==> src/rtl/tlb_pkg.sv <==
package tlb_pkg;
  typedef enum logic [1:0] {
    PTB_NOFLUSH = 2'd0,
    PTB_FLUSH_ALL = 2'd1,
    PTB_FLUSH_LOCAL = 2'd2
  } ptb_flush_e;

  // next position of the rotating victim pointer, wrapping at n entries
  function automatic int unsigned rr_next(input int unsigned cur, input int unsigned n);
    return (cur + 1 >= n) ? 0 : cur + 1;
  endfunction
endpackage

==> src/rtl/tlb_lookup.sv <==
module tlb_lookup #(
  parameter int N = 16,
  parameter int VPN_W = 20,
  parameter int ASID_W = 8,
  parameter int PPN_W = 20,
  parameter int PERM_W = 3,
  parameter bit TAG_ASID = 1'b1,
  localparam int IDX_W = (N > 1) ? $clog2(N) : 1
) (
  input  logic [N-1:0]             valid,
  input  logic [N-1:0]             glb,
  input  logic [N-1:0][VPN_W-1:0]  vpn,
  input  logic [N-1:0][ASID_W-1:0] asid,
  input  logic [N-1:0][PPN_W-1:0]  ppn,
  input  logic [N-1:0][PERM_W-1:0] perm,
  input  logic [VPN_W-1:0]         q_vpn,
  input  logic [ASID_W-1:0]        q_asid,
  output logic [N-1:0]             match_vec,
  output logic                     hit,
  output logic [IDX_W-1:0]         hit_idx,
  output logic [PPN_W-1:0]         hit_ppn,
  output logic [PERM_W-1:0]        hit_perm
);
  for (genvar i = 0; i < N; i++) begin : g_cmp
    logic asid_ok;
    assign asid_ok = glb[i] || !TAG_ASID || (asid[i] == q_asid);
    assign match_vec[i] = valid[i] && (vpn[i] == q_vpn) && asid_ok;
  end

  // lowest index wins: scan downward so the last assignment is the lowest
  always_comb begin
    hit_idx = '0;
    for (int i = N - 1; i >= 0; i--) begin
      if (match_vec[i]) hit_idx = IDX_W'(i);
    end
  end

  assign hit      = |match_vec;
  assign hit_ppn  = hit ? ppn[hit_idx] : '0;
  assign hit_perm = hit ? perm[hit_idx] : '0;
endmodule

==> src/rtl/tlb_flush_ctl.sv <==
module tlb_flush_ctl
  import tlb_pkg::*;
#(
  parameter int N = 16,
  parameter bit TAG_ASID = 1'b1,
  parameter ptb_flush_e PTB_MODE = PTB_FLUSH_LOCAL
) (
  input  logic         inv_all,
  input  logic         inv_local,
  input  logic         ptb_we,
  input  logic         asid_chg,
  input  logic [N-1:0] valid_q,
  input  logic [N-1:0] glb_q,
  output logic         kill_all,
  output logic         kill_local,
  output logic [N-1:0] valid_keep
);
  assign kill_all = inv_all
                  || (ptb_we && (PTB_MODE == PTB_FLUSH_ALL))
                  || (asid_chg && !TAG_ASID);
  assign kill_local = inv_local || (ptb_we && (PTB_MODE == PTB_FLUSH_LOCAL));

  always_comb begin
    if (kill_all)        valid_keep = '0;
    else if (kill_local) valid_keep = valid_q & glb_q;
    else                 valid_keep = valid_q;
  end
endmodule

==> src/rtl/tlb_alloc.sv <==
module tlb_alloc #(
  parameter int N = 16,
  parameter int VPN_W = 20,
  parameter int ASID_W = 8,
  parameter bit TAG_ASID = 1'b1,
  localparam int IDX_W = (N > 1) ? $clog2(N) : 1
) (
  input  logic [N-1:0]             valid_keep,
  input  logic [N-1:0][VPN_W-1:0]  vpn,
  input  logic [N-1:0][ASID_W-1:0] asid,
  input  logic [VPN_W-1:0]         f_vpn,
  input  logic [ASID_W-1:0]        f_asid,
  input  logic [IDX_W-1:0]         rr_ptr,
  output logic [IDX_W-1:0]         way,
  output logic                     way_is_rr,
  output logic                     way_is_dup
);
  logic [N-1:0] same_key;
  logic [IDX_W-1:0] dup_idx, free_idx;
  logic any_free;

  for (genvar i = 0; i < N; i++) begin : g_key
    assign same_key[i] = valid_keep[i] && (vpn[i] == f_vpn)
                       && (!TAG_ASID || (asid[i] == f_asid));
  end

  always_comb begin
    dup_idx  = '0;
    free_idx = '0;
    for (int i = N - 1; i >= 0; i--) begin
      if (same_key[i])    dup_idx  = IDX_W'(i);
      if (!valid_keep[i]) free_idx = IDX_W'(i);
    end
  end

  assign any_free   = ~&valid_keep;
  assign way_is_dup = |same_key;
  assign way_is_rr  = !way_is_dup && !any_free;
  assign way        = way_is_dup ? dup_idx : (any_free ? free_idx : rr_ptr);
endmodule

==> src/rtl/asid_tlb.sv <==
module asid_tlb
  import tlb_pkg::*;
#(
  parameter int N = 16,
  parameter int VPN_W = 20,
  parameter int PPN_W = 20,
  parameter int ASID_W = 8,
  parameter int PERM_W = 3,
  parameter int PTB_W = 32,
  parameter bit TAG_ASID = 1'b1,
  parameter ptb_flush_e PTB_MODE = PTB_FLUSH_LOCAL,
  localparam int IDX_W = (N > 1) ? $clog2(N) : 1
) (
  input  logic              clk,
  input  logic              rst_n,
  input  logic [ASID_W-1:0] cur_asid,
  input  logic [VPN_W-1:0]  lk_vpn,
  output logic              lk_hit,
  output logic [PPN_W-1:0]  lk_ppn,
  output logic [PERM_W-1:0] lk_perm,
  input  logic              fill_en,
  input  logic [VPN_W-1:0]  fill_vpn,
  input  logic [ASID_W-1:0] fill_asid,
  input  logic              fill_glb,
  input  logic [PPN_W-1:0]  fill_ppn,
  input  logic [PERM_W-1:0] fill_perm,
  input  logic              inv_all,
  input  logic              inv_local,
  input  logic              ptb_we,
  input  logic [PTB_W-1:0]  ptb_wdata,
  output logic [PTB_W-1:0]  ptb_q
);
  logic [N-1:0]             valid_q, glb_q, valid_keep, match_vec;
  logic [N-1:0][VPN_W-1:0]  vpn_q;
  logic [N-1:0][ASID_W-1:0] asid_q;
  logic [N-1:0][PPN_W-1:0]  ppn_q;
  logic [N-1:0][PERM_W-1:0] perm_q;
  logic [IDX_W-1:0]         rr_q, way, hit_idx;
  logic [ASID_W-1:0]        prev_asid_q;
  logic                     kill_all, kill_local, way_is_rr, way_is_dup, asid_chg;

  assign asid_chg = (cur_asid != prev_asid_q);

  tlb_lookup #(.N(N), .VPN_W(VPN_W), .ASID_W(ASID_W), .PPN_W(PPN_W),
               .PERM_W(PERM_W), .TAG_ASID(TAG_ASID)) u_lookup (
    .valid(valid_q), .glb(glb_q), .vpn(vpn_q), .asid(asid_q), .ppn(ppn_q),
    .perm(perm_q), .q_vpn(lk_vpn), .q_asid(cur_asid), .match_vec(match_vec),
    .hit(lk_hit), .hit_idx(hit_idx), .hit_ppn(lk_ppn), .hit_perm(lk_perm)
  );

  tlb_flush_ctl #(.N(N), .TAG_ASID(TAG_ASID), .PTB_MODE(PTB_MODE)) u_flush (
    .inv_all(inv_all), .inv_local(inv_local), .ptb_we(ptb_we),
    .asid_chg(asid_chg), .valid_q(valid_q), .glb_q(glb_q),
    .kill_all(kill_all), .kill_local(kill_local), .valid_keep(valid_keep)
  );

  tlb_alloc #(.N(N), .VPN_W(VPN_W), .ASID_W(ASID_W), .TAG_ASID(TAG_ASID)) u_alloc (
    .valid_keep(valid_keep), .vpn(vpn_q), .asid(asid_q), .f_vpn(fill_vpn),
    .f_asid(fill_asid), .rr_ptr(rr_q), .way(way), .way_is_rr(way_is_rr),
    .way_is_dup(way_is_dup)
  );

  always_ff @(posedge clk or negedge rst_n) begin
    if (!rst_n) begin
      valid_q     <= '0;
      rr_q        <= '0;
      ptb_q       <= '0;
      prev_asid_q <= '0;
    end else begin
      valid_q     <= valid_keep | (fill_en ? (N'(1) << way) : '0);
      prev_asid_q <= cur_asid;
      if (ptb_we) ptb_q <= ptb_wdata;
      if (fill_en && way_is_rr) rr_q <= IDX_W'(rr_next(int'(rr_q), N));
    end
  end

  // payload fields: invalidation never erases them, only the valid bits
  always_ff @(posedge clk or negedge rst_n) begin
    if (!rst_n) begin
      glb_q  <= '0;
      vpn_q  <= '0;
      asid_q <= '0;
      ppn_q  <= '0;
      perm_q <= '0;
    end else if (fill_en) begin
      glb_q[way]  <= fill_glb;
      vpn_q[way]  <= fill_vpn;
      asid_q[way] <= fill_asid;
      ppn_q[way]  <= fill_ppn;
      perm_q[way] <= fill_perm;
    end
  end
endmodule

==> config.mk <==
export PLATFORM = sky130hd
export DESIGN_NAME = asid_tlb
export DESIGN_NICKNAME = d
export VERILOG_FILES = /design/src/rtl/tlb_pkg.sv /design/src/rtl/tlb_lookup.sv /design/src/rtl/tlb_flush_ctl.sv /design/src/rtl/tlb_alloc.sv /design/src/rtl/asid_tlb.sv
export SDC_FILE = /design/constraint.sdc
export NUM_CORES = 2
export LEC_CHECK = 0
export ABC_CLOCK_PERIOD_IN_PS = 6800
export CAP_MARGIN = 25
export CORE_ASPECT_RATIO = 0.75
export CORE_MARGIN = 8
export CORE_UTILIZATION = 45
export CTS_BUF_LIST = sky130_fd_sc_hd__clkbuf_8
export DETAILED_ROUTE_END_ITERATION = 6
export SYNTH_ARGS = -nofsm -noshare
export SYNTH_HDL_FRONTEND = slang
export SYNTH_SLANG_ARGS = --single-unit
==> constraint.sdc <==
create_clock -name clk -period 6.8 [get_ports clk]
set_input_delay 1.02 -clock clk [delete_from_list [all_inputs] [get_ports clk]]
set_output_delay 1.02 -clock clk [all_outputs]
set_load 0.02 [all_outputs]
==> impl_metrics.ini <==
[placed_design]
portBuffers = 173
post-place-cells = 5436
dp_slack_ns = -0.589
gp_congestion = 0.953
hpwl_um = 108000

[timing]
rsz0062_at_grt = no
fin_crit_ns = 6.63
finalCritPeriodShare_pct = 97.6
finalSetupViolCount = 0
hold_viol_final = 0
final.setup_skew_ns = 0.0500
max_freq_mhz = 151
tightest_slew_ns = 1.15
slew_viol_final = 0
worst_slack_ns = 0.165
slew_headroom_pct = 23.1

[status]
status = completed

[synthesis]
synth_area_leader_cell = dfrtp_1
yosysUniqueCellTypes = 63
synthArstFlopShare_pct = 100
ys.flop_type = dfrtp_1
avgSynthCellArea_um2 = 12.3
ys_ff_latch = 884
netlist_area_um2 = 48000
syn_nets = 4011
ys_warn_count = 0
syn_inst = 3892
netlist_top_cells_area = dfrtp_1 (46%), mux2_2 (18%), xor2_1 (11%), xnor2_1 (5.6%), mux2i_1 (3.6%)
ys_top_cells_by_count = dfrtp_1 (884), mux2_2 (780), xor2_1 (588)
synth_top_area_share_pct = 46.1
ys_seq_area_share_pct = 46.1
synthMostInstantiatedCell = dfrtp_1
synth-edff-count = 0

[global_route]
grt_pass1_vias = 33600
grt_usage_pct = 27.2
grt_start_max_net_pins = 152
antenna_found_initial = 3
grt_pass1_wl_um = 238000
overflow = 0

[route]
wire_per_inst_um = 28.4
via_per_inst = 5.83
drc_errors = 0
vias = 33200
first_iter_violations = 3167
drt_first_pass_iters = 5
ant_nets = 0
wl_um = 162000

[die]
dieWidth_um = 393
num_io_pins = 174
die_h_um = 299
die_area_um2 = 117000
core.rowCount = 103
initial_utilization_pct = 45.5
core-area_um2 = 106000

[power]
power.total_mw = 12.3
powerDensity_nw_per_um2 = 221
ir_drop_mv = 0.132
p_leak_nw = 26.7

[worst_setup_path]
crit_arrival_ns = 5.61
crit_required_ns = 5.78
crit_path_start_kind = primary input
path_max_fanout = 26
cp-end-kind = output pin
criticalPathCategory = primary input to output pin

[final_layout]
drive_gt1_share_pct = 32.9
instances_no_fill = 5696
nets = 4291
syn_to_final_growth_pct = 15.9

[clock_network]
clk_pin_slew_ns = 0.06
clockBufferDepth = 3
clock_sinks = 884
post_cts_buffers = 0
htree_levels = 4
cts_hold_buf = 0
cts_tree = yes
clockRootBuffer = clkbuf_8
clk_latency_ns = 0.87
cts_made_buffers = 151

[run]
maxCapViolCount = 0

[hold_path]
min_path_type = primary input to async pin
==> cell families after synthesis <==
group / synth area share [%]
muxes: 24.2
xor gates and xnor gates: 16.4
DFF: 46.1
and+or+nand+nor: 5.80
buffers and inverters: 4.15
AOI/OAI and AO/OA: 3.36
adders and majority gates: 0.0261
==> power breakdown <==
group / internal, mW / leakage (nW) / switching [mW]
combinational: 0.668 / 12.9 / 0.892
sequential: 5.52 / 12.0 / 0.227
clock: 2.64 / 1.75 / 2.35
==> cell type report <==
class	count	area (um2)
diodes	4	10.0
clock buffers	183	2520
clock inverters	73	531
fillers	9226	49900
inverters	8	30.0
multi-input cells	2663	24100
flip-flops and latches	884	22100
well taps	1417	1770
repair buffers	464	4570
==> critical path, stage by stage <==
cell and delay [ns]:
clkdlybuf4s50_1 0.56, buf_12 0.24, xor2_1 0.18, nor4_2 0.24, a21oi_1 0.18, nor4_4 0.20, buf_4 0.15, a21o_1 0.11
a21oi_1 0.07, o21ai_1 0.22, buf_4 0.16, a21oi_2 0.08, o41a_2 0.55, buf_12 0.20, nor2_2 0.17, buf_12 0.21
nand2_1 0.08, a211oi_1 0.27, clkdlybuf4s50_1 0.65
==> what timing repair did <==
item                       in CTS  in global routing
setup endpoints to repair      21                 21
pin swaps                       1                  2
gates resized for setup        16                 23
==> cells in the final DEF, fill, tap and decap left out, types with 5 or more instances in the layout <==
| cell | instances |
|---|---|
| dfrtp_1 | 884 |
| mux2_2 | 780 |
| xor2_1 | 588 |
| xnor2_1 | 309 |
| buf_4 | 223 |
| clkbuf_8 | 183 |
| mux2i_1 | 175 |
| nor4_1 | 161 |
| clkdlybuf4s50_1 | 104 |
| nand4_1 | 102 |
| nand2_1 | 76 |
| buf_12 | 70 |
| mux2_1 | 66 |
| inv_1 | 53 |
| nor3_1 | 51 |
| buf_2 | 49 |
| a21oi_1 | 47 |
| o21ai_0 | 40 |
| a211oi_1 | 39 |
| nor2_1 | 30 |
| o31ai_1 | 23 |
| a221o_1 | 23 |
| mux2_4 | 23 |
| dlymetal6s2s_1 | 13 |
| and2_1 | 9 |
| inv_8 | 9 |
| o211ai_1 | 8 |
| nand2_4 | 8 |
| clkinv_2 | 8 |
| nand3_1 | 7 |
| a211oi_2 | 7 |
| or4_1 | 6 |
| o21ai_1 | 5 |
| or3_1 | 5 |
| bufinv_16 | 5 |
==> state kept, by name, summed over array words and instances (netlist names) <==
signal and cells:
asid_q 128, glb_q 16, perm_q 48, ppn_q 320, ptb_q 32, rr_q 4, valid_q 16, vpn_q 320
==> per-stage QoR <==
stage | setup TNS (ns) | utilization, % | cell area, um2 | hold WS [ns]
after CTS | 0 | 52.6 | 55600 | 0.146
after detailed placement | -5.49 | 49.7 | 52400 | 0.478
final | 0 | 52.7 | 55600 | 0.177
after floorplan | 0 | - | 48000 | 0.458
after global routing | 0 | 52.7 | 55600 | 0.190
after global placement | -7.29 | 49.7 | 52400 | 0.469
==> final timing paths <==
path                                   end  cells past startpoint        start  slack, ns
max in group asynchronous       ppn_q[169]                      2        rst_n       5.24
min in group clk                perm_q[33]                      1   perm_q[33]       0.49
worst min register to register  perm_q[33]                      1   perm_q[33]       0.49
worst min-delay path            asid_q[98]                      1        rst_n       0.18
worst max register to register  vpn_q[166]                     13     glb_q[5]       2.13
worst max-delay path             lk_ppn[5]                     19  cur_asid[3]       0.17
==> per-layer routing <==
layer  global-route usage, %  wire [um]
met2                    38.4      67000
met4                    8.70       5000
met5                       0          0
met3                    6.66      15000
met1                    40.8      74600
Note: power is estimated with default switching activity, not from simulation.
